**src/rtl/sem_pkg.sv**
```systemverilog
package sem_pkg;
  typedef enum logic [1:0] {
    HOLD_NONE  = 2'd0,
    HOLD_LEFT  = 2'd1,
    HOLD_RIGHT = 2'd2
  } holder_t;
endpackage

```
**src/rtl/sem_rst_sync.sv**
```systemverilog
module sem_rst_sync #(
  parameter int STAGES = 2
) (
  input  logic clk,
  input  logic rst_n,
  output logic rst_sync_n
);
  logic [STAGES-1:0] chain_q;

  always_ff @(posedge clk or negedge rst_n) begin
    if (!rst_n) chain_q <= '0;
    else        chain_q <= {chain_q[STAGES-2:0], 1'b1};
  end

  assign rst_sync_n = chain_q[STAGES-1];
endmodule

```
**src/rtl/sem_flag_cell.sv**
```systemverilog
module sem_flag_cell
  import sem_pkg::*;
(
  input  logic clk,
  input  logic rst_n,
  input  logic l_we,
  input  logic l_bit,
  input  logic r_we,
  input  logic r_bit,
  output logic l_own,
  output logic r_own,
  output logic l_pend,
  output logic r_pend
);
  holder_t holder_q, holder_d;
  logic    pend_l_q, pend_l_d;
  logic    pend_r_q, pend_r_d;
  logic    upd_en;
  logic    l_want, r_want;

  // Request each side holds after this cycle's write (a write replaces the latch).
  assign l_want = l_we ? ~l_bit : pend_l_q;
  assign r_want = r_we ? ~r_bit : pend_r_q;
  assign upd_en = l_we | r_we;

  always_comb begin
    holder_d = holder_q;
    pend_l_d = pend_l_q;
    pend_r_d = pend_r_q;
    unique case (holder_q)
      HOLD_NONE: begin
        pend_l_d = 1'b0;
        pend_r_d = 1'b0;
        if (l_we && !l_bit) begin
          holder_d = HOLD_LEFT;
          pend_r_d = r_we && !r_bit;
        end else if (r_we && !r_bit) begin
          holder_d = HOLD_RIGHT;
        end
      end
      HOLD_LEFT: begin
        pend_l_d = 1'b0;
        if (l_we && l_bit) begin
          holder_d = r_want ? HOLD_RIGHT : HOLD_NONE;
          pend_r_d = 1'b0;
        end else begin
          pend_r_d = r_want;
        end
      end
      HOLD_RIGHT: begin
        pend_r_d = 1'b0;
        if (r_we && r_bit) begin
          holder_d = l_want ? HOLD_LEFT : HOLD_NONE;
          pend_l_d = 1'b0;
        end else begin
          pend_l_d = l_want;
        end
      end
      default: begin
        holder_d = HOLD_NONE;
        pend_l_d = 1'b0;
        pend_r_d = 1'b0;
      end
    endcase
  end

  always_ff @(posedge clk or negedge rst_n) begin
    if (!rst_n) begin
      holder_q <= HOLD_NONE;
      pend_l_q <= 1'b0;
      pend_r_q <= 1'b0;
    end else if (upd_en) begin
      holder_q <= holder_d;
      pend_l_q <= pend_l_d;
      pend_r_q <= pend_r_d;
    end
  end

  assign l_own  = (holder_q == HOLD_LEFT);
  assign r_own  = (holder_q == HOLD_RIGHT);
  assign l_pend = pend_l_q;
  assign r_pend = pend_r_q;
endmodule

```
**src/rtl/sem_read_port.sv**
```systemverilog
module sem_read_port #(
  parameter int DATA_W = 16
) (
  input  logic              clk,
  input  logic              rst_n,
  input  logic              rd_act,
  input  logic              view_bit,
  output logic [DATA_W-1:0] rdata
);
  logic act_q;
  logic cap_q, cap_d;
  logic start;

  assign start = rd_act & ~act_q;

  always_comb begin
    cap_d = cap_q;
    if (start) cap_d = view_bit;
  end

  always_ff @(posedge clk or negedge rst_n) begin
    if (!rst_n) begin
      act_q <= 1'b0;
      cap_q <= 1'b1;
    end else begin
      act_q <= rd_act;
      if (start) cap_q <= cap_d;
    end
  end

  assign rdata = {DATA_W{cap_q}};
endmodule

```
**src/rtl/sem_unit.sv**
```systemverilog
module sem_unit #(
  parameter int N_FLAGS = 8,
  parameter int ADDR_W  = 13,
  parameter int DATA_W  = 16
) (
  input  logic              clk,
  input  logic              rst_n,
  input  logic              l_sel,
  input  logic              l_oe,
  input  logic              l_wr,
  input  logic [ADDR_W-1:0] l_addr,
  input  logic [DATA_W-1:0] l_wdata,
  output logic [DATA_W-1:0] l_rdata,
  input  logic              r_sel,
  input  logic              r_oe,
  input  logic              r_wr,
  input  logic [ADDR_W-1:0] r_addr,
  input  logic [DATA_W-1:0] r_wdata,
  output logic [DATA_W-1:0] r_rdata
);
  localparam int FLAG_AW = $clog2(N_FLAGS);

  logic               srst_n;
  logic               l_wen, r_wen;
  logic               l_rd, r_rd;
  logic [FLAG_AW-1:0] l_idx, r_idx;
  logic [N_FLAGS-1:0] l_own, r_own, l_pend, r_pend;
  logic [N_FLAGS-1:0] l_view, r_view;
  logic               unused_hi;

  sem_rst_sync #(.STAGES(2)) u_rst (
    .clk       (clk),
    .rst_n     (rst_n),
    .rst_sync_n(srst_n)
  );

  assign l_idx = l_addr[FLAG_AW-1:0];
  assign r_idx = r_addr[FLAG_AW-1:0];
  assign l_wen = l_sel & l_wr;
  assign r_wen = r_sel & r_wr;
  assign l_rd  = l_sel & l_oe & ~l_wr;
  assign r_rd  = r_sel & r_oe & ~r_wr;

  assign unused_hi = ^{l_addr[ADDR_W-1:FLAG_AW], r_addr[ADDR_W-1:FLAG_AW],
                       l_wdata[DATA_W-1:1], r_wdata[DATA_W-1:1]};

  for (genvar k = 0; k < N_FLAGS; k++) begin : g_flag
    sem_flag_cell u_cell (
      .clk   (clk),
      .rst_n (srst_n),
      .l_we  (l_wen && (l_idx == FLAG_AW'(k))),
      .l_bit (l_wdata[0]),
      .r_we  (r_wen && (r_idx == FLAG_AW'(k))),
      .r_bit (r_wdata[0]),
      .l_own (l_own[k]),
      .r_own (r_own[k]),
      .l_pend(l_pend[k]),
      .r_pend(r_pend[k])
    );
  end

  assign l_view = ~l_own;
  assign r_view = ~r_own;

  sem_read_port #(.DATA_W(DATA_W)) u_lrd (
    .clk     (clk),
    .rst_n   (srst_n),
    .rd_act  (l_rd),
    .view_bit(l_view[l_idx]),
    .rdata   (l_rdata)
  );

  sem_read_port #(.DATA_W(DATA_W)) u_rrd (
    .clk     (clk),
    .rst_n   (srst_n),
    .rd_act  (r_rd),
    .view_bit(r_view[r_idx]),
    .rdata   (r_rdata)
  );
endmodule

```
**config.mk**
```make
export PLATFORM = sky130hd
export DESIGN_NAME = sem_unit
export DESIGN_NICKNAME = d
export VERILOG_FILES = /design/src/rtl/sem_pkg.sv /design/src/rtl/sem_rst_sync.sv /design/src/rtl/sem_flag_cell.sv /design/src/rtl/sem_read_port.sv /design/src/rtl/sem_unit.sv
export SDC_FILE = /design/constraint.sdc
export NUM_CORES = 1
export LEC_CHECK = 0
export BUFFER_PORTS_ARGS = -buffer_cell sky130_fd_sc_hd__buf_2
export CAP_MARGIN = 0
export CORE_MARGIN = 2
export CORE_UTILIZATION = 50
export CTS_CLUSTER_DIAMETER = 150
export CTS_CLUSTER_SIZE = 25
export DETAILED_ROUTE_END_ITERATION = 8
export GPL_ROUTABILITY_DRIVEN = 0
export GPL_TIMING_DRIVEN = 0
export MAX_ROUTING_LAYER = met4
export PLACE_DENSITY = 0.82
export SLEW_MARGIN = 0
export SYNTH_ARGS = -nofsm -noshare
export SYNTH_HDL_FRONTEND = slang
export SYNTH_SLANG_ARGS = --single-unit
```
**constraint.sdc**
```tcl
create_clock -name clk -period 1.28 [get_ports clk]
set_input_delay 0.064 -clock clk [delete_from_list [all_inputs] [get_ports clk]]
set_output_delay 0.064 -clock clk [all_outputs]
set_load 0.01 [all_outputs]
```
## Word-level counts from Yosys, hierarchy flattened

Index checks and enable logic that the tools add are counted.
Widths: inputs -> output; s select.

| operators by class | value |
|---|---|
| add/sub/neg operators | 0 |
| multiply operators | 0 |
| div/mod/pow operators | 0 |
| order comparisons | 2 |
| eq/ne operators | 54 |
| shift-type cells | 0 |
| mux-type cells | 116 |
| bitwise logic cells | 24 |
| reductions and logical operators | 68 |

Operator list:

| operator | number |
|---|---|
| $mux 2 | 40 |
| $mux 1 | 58 |
| $logic_and 1x1->1 | 48 |
| $pmux 2 s3 | 8 |
| $ne 2x2->1 const B | 16 |
| $reduce_and 4->1 | 8 |
| $eq 3x3->1 const B | 8 |
| $ne 3x1->1 const B | 8 |
| $eq 2x1->1 const B | 8 |
| $eq 2x2->1 const B | 8 |
| $logic_not 2->1 | 8 |
| $not 8->8 | 2 |
| $pmux 1 s2 | 8 |
| $eq 3x2->1 const B | 4 |
| $and 1x1->1 | 8 |
| $lt 3x4->1 const B | 2 |
| $or 1x1->1 | 8 |
| $bmux 1 s3 | 2 |
| $eq 3x1->1 const B | 2 |
| $logic_not 3->1 | 2 |
| $not 1->1 | 6 |
| $logic_not 1->1 | 2 |

| word-level totals | value |
|---|---|
| bits in registers | 38 |
| bits in latches | 0 |
| memory bits (writable) | 0 |
| memory bits (read-only) | 0 |
| bits of input ports | 66 |
| output and inout port bits | 32 |
| word-level logic and storage cells | 293 |
| memories kept | 0 |

## Logic depth before layout (Yosys ltp)

Gate-level depths: netlist of the first run.

| logic depth | value |
|---|---|
| depth after elaboration | 6 |
| gate-level depth with buffers | 6 |

## By module

A second synthesis of the first run with hierarchy kept.

| unflattened totals | value |
|---|---|
| cell total of the unflattened synthesis | 378 |
| area, all modules | 3420.8 sq um |

Modules (own cells, without submodules):

| module | times used | cells an instance | area an instance (sq um) | sequential area each (sq um) |
|---|---|---|---|---|
| sem_flag_cell (g_flag[0].u_cell ...) | 7 | 37 | 340.3 | 100.1 |
| sem_read_port | 2 | 20 | 200.2 | 51.3 |
| sem_flag_cell (g_flag[5].u_cell) | 1 | 40 | 327.8 | 100.1 |
| sem_unit | 1 | 36 | 256.5 | 0.0 |
| sem_rst_sync | 1 | 3 | 53.8 | 50.0 |

## Worst setup path before layout of the first run

No wires, ideal clock.

| path | value |
|---|---|
| path kind | register -> register |
| from | register g_flag[0].u_cell.holder_q[1] |
| to | register u_lrd.cap_q |
| setup time | 0.082 ns |
| data arrival time | 1.529 ns |
| required time | 1.198 ns |
| slack | -0.332 ns |
| cell stages (with the launch flop) | 5 |
| buffers on the path | 0 |
| period minus slack after synthesis | 1.612 ns |
| cells stage by stage | dfrtp_1 > nand2b_1 > mux2_2 > mux4_2 > mux2_4 |

| on the way | value |
|---|---|
| word-level cells in the longest chain between the ends | 4 |

RTL lines:

| element | line | text |
|---|---|---|
| start, declared | sem_flag_cell.sv:15 | `holder_t holder_q, holder_d;` |
| start signal, assigned | sem_flag_cell.sv:73 | `holder_q <= holder_d;` |
| $eq 2x1->1 | sem_flag_cell.sv:79 | `assign l_own = (holder_q == HOLD_LEFT);` |
| $not 8->8 | sem_unit.sv:62 | `assign l_view = ~l_own;` |
| $bmux 1 s3 | sem_unit.sv:69 | `.view_bit(l_view[l_idx]),` |
| $mux 1 (not written as such) | sem_unit.sv:69 |  |
| end signal, assigned | sem_read_port.sv:27 | `if (start) cap_q <= cap_d;` |
| end, declared | sem_read_port.sv:11 | `logic cap_q, cap_d;` |

Every way passes these cells. The select of a mux whose other input is x is not followed.
A chain may end at the register's enable or synchronous reset.

## Worst setup path in the final report of the first run

| path | value |
|---|---|
| from | register g_flag[0].u_cell.holder_q[1] |
| to | register u_rrd.cap_q |

| on the way | value |
|---|---|
| word-level cells in the longest chain between the ends | 4 |

RTL lines:

| element | line | text |
|---|---|---|
| $eq 2x2->1 | sem_flag_cell.sv:80 | `assign r_own = (holder_q == HOLD_RIGHT);` |
| $not 8->8 | sem_unit.sv:63 | `assign r_view = ~r_own;` |
| $bmux 1 s3 | sem_unit.sv:77 | `.view_bit(r_view[r_idx]),` |
| $mux 1 (not written as such) | sem_unit.sv:77 |  |
| end signal, assigned | sem_read_port.sv:27 |  |
| end, declared | sem_read_port.sv:11 |  |

Every way passes these cells. The select of a mux whose other input is x is not followed.

==> results of run 1 <==
worst min path at each step:
stage          startpoint                         end  cells past startpoint
2_1_floorplan       rst_n  u_rst.chain_q[0]$_DFF_PN0_                      0
3_3_place_gp        rst_n  u_rst.chain_q[0]$_DFF_PN0_                      1
3_5_place_dp        rst_n  u_rst.chain_q[0]$_DFF_PN0_                      1
4_1_cts              r_wr       u_rrd.act_q$_DFF_PN0_                      2
5_1_grt              l_wr       u_lrd.act_q$_DFF_PN0_                      2
6_report             r_oe       u_rrd.act_q$_DFF_PN0_                      3
repair_timing:
action,CTS,global route
setup buffers,12,3
resized for setup,29,81
pin swaps,6,7
cloned,0,1
endpoints found under the hold margin,2,0
endpoints found under the setup margin,49,47
hold buffers,1,0
power breakdown:
group	switching (W)	total [W]	internal (W)
clock network	0.000465	0.00104	0.000574
registers	0.000369	0.00189	0.00152
logic	0.00169	0.00412	0.00243
total	0.00252	0.00705	0.00453
cell type report:
cell class | count | share of cell area
Multi-Input combinational cell | 259 | 0.458
Buffer | 60 | 0.116
Clock inverter | 3 | 0.00961
Clock buffer | 5 | 0.0165
Tap cell | 75 | 0.0225
Timing Repair Buffer | 61 | 0.139
Sequential cell | 38 | 0.231
Inverter | 7 | 0.00690
registers in the layout, summed over array words and instances (netlist names):
register	flops
g_flag.u_cell.holder_q	16
g_flag.u_cell.l_pend	8
g_flag.u_cell.r_pend	8
u_lrd.act_q	1
u_lrd.cap_q	1
u_rrd.act_q	1
u_rrd.cap_q	1
u_rst.chain_q	2
logic make-up after synthesis:
logic type             count (synthesis)  synth area share
AO/OA/AOI/OAI                        129             0.308
XOR/XNOR                               1           0.00282
buffers and inverters                 69             0.132
flip-flops                            38             0.306
multiplexers                           8            0.0402
other                                  1           0.00121
AND/OR/NAND/NOR                      120             0.209
cells in the final DEF (no fill, tap or decap), types with 5 or more instances in the layout:
cell      instances
dfrtp_2           7
buf_6            50
a21oi_1          16
buf_4            30
nand3_1          12
dfrtp_1          29
nand2_1          22
a22oi_1           9
clkbuf_8          7
o21ai_0          10
inv_1             6
nor3_1            9
a22o_1            6
a211oi_1          5
a31oi_1          14
nor2b_1           8
o22ai_1           5
buf_2            26
nor2_1           21
a32o_1            5
a32oi_1           6
nand2b_1          5
per-stage QoR:
step	cell area (um^2)	TNS [ps]	util	power, W
after floorplan	3140	-419	-	0.00386
after global placement	3450	-17340	0.580	0.00455
after detailed placement	3450	-8290	0.580	0.00465
after CTS	3770	-752	0.634	0.00601
after global routing	4170	-2200	0.700	0.00737
final	4170	-1350	0.700	0.00705
metal layers:
layer | GRT usage | up-vias | routed length [um]
met2 | 0.411 | 347 | 4720
li1 | - | 1506 | -
met5 | - | - | 0
met4 | 0.158 | 0 | 419
met3 | 0.0517 | 59 | 1200
met1 | 0.357 | 1578 | 3790
worst register-to-register path: stages, from the launching register on:
cell	delay (ps)
dfrtp_2	420
buf_4	150
and2b_2	200
mux4_2	460
mux2i_1	190
mux2_2	180
==> metrics.csv, run 1 <==
metric;value;unit
Clock Pin Slew Worst Setup and Hold Paths;80;ps
CTS H-tree lvls;2;
Std-Cell Rows;28;
Overflow after GRT;0;
worst slack, placed;-548;ps
Critical Path End Type;flip-flop;
# DRC;0;
CP Depth;5;
Setup violations, final;21;
failing checks;hold timing, setup timing;
status;finished with violations;
DR iter-0 viols;543;
Mapped Nets;432;
Area growth syn-to-layout;33.9;%
Synth area leader;dfrtp_1;
yosys warns;0;
Crit Path Max Fanout;2;
routed wire length;10100;um
Primary FF master, synth;dfrtp_1;
die footprint;6870;um^2
Distinct cells, synth;69;
CTS Buf Count;5;
Post-DP HPWL;6260;um
Final Hold Viols;1;
1st-pass router iterations;6;
top cells by area, synth;dfrtp_1, buf_4, a31oi_1;
Initial Util;0.522;
gate count of the mapped netlist;366;
Fillers;442;
syn_area_per_cell;8.50;um^2
total track usage;0.278;
die height;82.9;um
Slew Limit Fails;0;
CP required;1530;ps
largest net degree at the start of global routing;37;
nets;498;
Finished Layout Cells;508;
Core Area;5960;um^2
I/O pin count;98;
RSZ-0062 raised after global routing;yes;
Worst Tran Pin Value;785;ps
vias per cell;6.87;
Worst-Skew Late Latency;300;ps
Worst EP arrival;1900;ps
final antenna-violating net count;0;
flop-to-flop setup slack;-370;ps
I/O Buffers;44;
Leakage;1.71;nW
Critical Path Sink;u_rrd.cap_q$_DFFE_PN1P_;
Slew HR;0.477;
final setup margin;-374;ps
hold crit path type;input port to flip-flop;
CP startpoint kind;flip-flop;
ANT cells;0;
initial antenna violation count;0;
sequential-to-total area share from yosys stat;0.306;
clock tree buffer depth;2;
reg-to-reg startpoint;g_flag[0].u_cell.holder_q[1]$_DFFE_PN0P_;
Critical Path Source;g_flag[0].u_cell.holder_q[1]$_DFFE_PN0P_;
die width;82.9;um
max_cap viols;0;
area occupied by multi-input gates;1910;um^2
most common cell in the netlist;dfrtp_1;
Crit path max-delay family;multiplexers;
Max rail drop VDD;1.26;mV
worst path bufs/invs;1;
Critical Path Slowest Stage Cell;mux4_2;
CTS tree;built;
Pwr Density;1690;nW/um^2
total number of vias;3490;
wire length per cell;19.9;um
vias in the first global route;3205;
Worst Skew;6.63;ps
global-route wire length before repair;15300;um
Syn Std Cell Area;3110;um^2
Final period util;1.29;
Post-synth top cells;dfrtp_1, buf_4, nand2_1;
hold_ws;-2.43;ps
number of flops mapped to enable cells by yosys;0;
synthesized flop and latch total;38;
register area;962;um^2
WS Path Type;flip-flop to flip-flop;
Inst Count DP;485;
ys async rst share;1.00;
Root Driver;clkbuf_8;
R2R depth;5;
fmax;605;MHz
share of cells above drive strength 1;0.402;
clock tree sinks;38;
CP max stage delay;460;ps
critical path, cell by cell;buf_4 > and2b_2 > mux4_2 > mux2i_1 > mux2_2;
r2r endpoint;u_rrd.cap_q$_DFFE_PN1P_;
area share of the largest cell type after synthesis;0.290;
final worst path period need;1650;ps
Note: power is estimated with default switching activity, not from simulation.
==> run 2: changes to the inputs <==
- BUFFER_PORTS_ARGS: -buffer_cell sky130_fd_sc_hd__buf_2 -> unset
- DONT_BUFFER_PORTS: unset -> 1
- PLACE_DENSITY: 0.82 -> 0.69
==> run 2 against run 1 <==
The run ends with setup timing left. First-iteration DRC count increased by 3.5%. Highest routed layer unchanged. Sequential share of layout area increased by 3.0 points. Sequential power is 3% higher. Clock power down 15%. Flip-flop and latch count did not move. Largest cell class unchanged. Utilization down 7.5 points. Final cell count shrank 7.3%. Final area decreased by 11%. Via count down 6.8%.
==> metrics.csv, run 2 (synthesis results as in run 1) <==
metric;value;unit;change
status;finished with violations;;unchanged
failing checks;setup timing;;was hold timing, setup timing
Slew Limit Fails;0;;unchanged
Hold Startpoint;r_wdata[0];;was r_oe
RSZ-0062 raised after global routing;yes;;unchanged
most frequent cells in the layout;buf_4, dfrtp_1, nand2_1;;was buf_6, buf_4, dfrtp_1
final setup margin;-382;ps;was -374 ps
Initial Util;0.522;;unchanged
Largest register FFs;16;;unchanged
Worst Tran Pin Value;786;ps;was 785 ps
reg-to-reg startpoint;g_flag[0].u_cell.holder_q[1]$_DFFE_PN0P_;;unchanged
total track usage;0.276;;was 0.278
max_cap viols;0;;unchanged
vias in the first global route;2930;;was 3205
Slew HR;0.476;;was 0.477
die width;82.9;um;unchanged
Clock power frac;0.159;;was 0.147
die footprint;6870;um^2;unchanged
Leakage;1.46;nW;was 1.71 nW
commonest non-fill, non-tap cell in the layout;buf_4;;was buf_6
Worst-Skew Late Latency;300;ps;about the same
Root Driver;clkbuf_8;;unchanged
Largest Register;g_flag.u_cell.holder_q;;unchanged
Critical Path End Type;flip-flop;;unchanged
CTS Buf Count;5;;unchanged
Std-Cell Rows;28;;unchanged
Worst EP arrival;1900;ps;about the same
Final period util;1.30;;was 1.29
CP required;1520;ps;was 1530 ps
Flop pwr share;0.350;;was 0.268
I/O Buffers;0;;was 44
# DRC;0;;unchanged
Critical Path Source;g_flag[0].u_cell.holder_q[1]$_DFFE_PN0P_;;unchanged
CTS tree;built;;unchanged
share of cells above drive strength 1;0.318;;was 0.402
clock tree buffer depth;2;;unchanged
WS Path Type;flip-flop to flip-flop;;unchanged
die height;82.9;um;unchanged
CP startpoint kind;flip-flop;;unchanged
Fillers;508;;was 442
vias per cell;6.91;;was 6.87
NetSw;0.00214;W;was 0.00252 W
CTS H-tree lvls;2;;unchanged
Overflow after GRT;0;;unchanged
ANT cells;0;;unchanged
Crit Path Max Fanout;4;;was 2
Clock Pin Slew Worst Setup and Hold Paths;80;ps;about the same
wire length per cell;20.2;um;was 19.9 um
total number of vias;3253;;was 3490
initial antenna violation count;0;;unchanged
Area growth syn-to-layout;19.5;%;was 33.9%
Pwr Density;1500;nW/um^2;was 1690 nW/um^2
Gate power share;0.491;;was 0.585
Final Hold Viols;0;;was 1
fin util;0.624;;was 0.700
1st-pass router iterations;6;;unchanged
Max rail drop VDD;0.955;mV;was 1.26 mV
final worst path period need;1660;ps;was 1650 ps
clock tree sinks;38;;unchanged
largest net degree at the start of global routing;37;;unchanged
Int Power;0.00342;W;was 0.00453 W
DR iter-0 viols;562;;was 543
nets;461;;was 498
sw frac;0.384;;was 0.358
final antenna-violating net count;0;;unchanged
global-route wire length before repair;15200;um;was 15300 um
fmax;602;MHz;was 605 MHz
I/O pin count;98;;unchanged
Post-DP HPWL;6130;um;was 6260 um
worst slack, placed;-454;ps;was -548 ps
routed wire length;9500;um;was 10100 um
Core Area;5960;um^2;unchanged
hold crit path type;input port to flip-flop;;unchanged
Setup violations, final;6;;was 21
Worst Skew;5.91;ps;was 6.63 ps
## run 2: changes by cell type in the layout (fill, tap and decap cells not counted), moves of 2 or more
cell	change
nor2b_4	+2
dfstp_4	+2
buf_4	+20
buf_6	-47
dlygate4sd3_1	+6
nand3_2	-2
dfstp_2	-2
buf_2	-13
clkbuf_1	+2
nand3_1	+2
## run 2: layout make-up
class                      count  area (um^2)  area share
multi-input combinational    259         1920       0.517
sequential                    38          970       0.261
buffer                        60          409       0.110
timing repair buffer          24          205      0.0552
tap                           75         93.8      0.0252
clock buffer                   7         86.3      0.0232
inverter                       7         26.3     0.00707
clock inverter                 1         5.00     0.00135
## run 2: what timing repair did
item                       CTS  global route
hold buffers                 7             0
setup endpoints to repair   11            47
gates cloned                 0             0
setup buffers                7            10
resized for setup           23            31
hold endpoints to repair     4             0
pin swaps                    1             7
## run 2: through the flow
step	setup TNS [ps]	total power, W	instances	instance area (um^2)	hold slack, ps
after floorplan	-419	0.00386	366	3140	-232
after global placement	-15810	0.00423	441	3230	-232
after global routing	-1400	0.00591	471	3720	36.1
final	-1020	0.00556	471	3720	19.9
after CTS	-916	0.00532	461	3510	14.5
after detailed placement	-6090	0.00426	441	3230	-232
## run 2: path summary, 6_finish.rpt
kind | endpoint | slack [ps] | depth (start not counted)
worst max-delay path | u_lrd.cap_q$_DFFE_PN1P_ | -380 | 4
worst min-delay path | g_flag[0].u_cell.r_pend$_DFFE_PN0P_ | 20 | 2
worst max register to register | u_lrd.cap_q$_DFFE_PN1P_ | -380 | 4
worst min register to register | g_flag[5].u_cell.r_pend$_DFFE_PN0P_ | 360 | 0
max in group asynchronous | g_flag[0].u_cell.holder_q[0]$_DFFE_PN0P_ | 370 | 0
min in group asynchronous | g_flag[5].u_cell.r_pend$_DFFE_PN0P_ | 360 | 0
## run 2: power by group through the flow
| stage | sequential (W) | clock (W) | combinational [W] |
|---|---|---|---|
| floorplan | 0.00182 | 0 | 0.00204 |
| global placement | 0.00190 | 0 | 0.00233 |
| global route | 0.00202 | 0.000965 | 0.00292 |
| CTS | 0.00192 | 0.000909 | 0.00250 |
| detailed placement | 0.00191 | 0 | 0.00236 |
| finish | 0.00194 | 0.000885 | 0.00273 |
## run 2: routing by layer
layer  share of wire  global-route usage  up-vias
met5               0                   -        -
met4           0.024              0.0760        0
met3            0.12              0.0408       29
met2            0.44               0.419      272
met1            0.41               0.387     1521
li1                -                   -     1431
## run 2: critical path: stages, from the launching register on
cell and delay [ps]:
dfrtp_2 430, nand2b_4 150, mux2_4 270, mux4_2 480, mux2_4 270
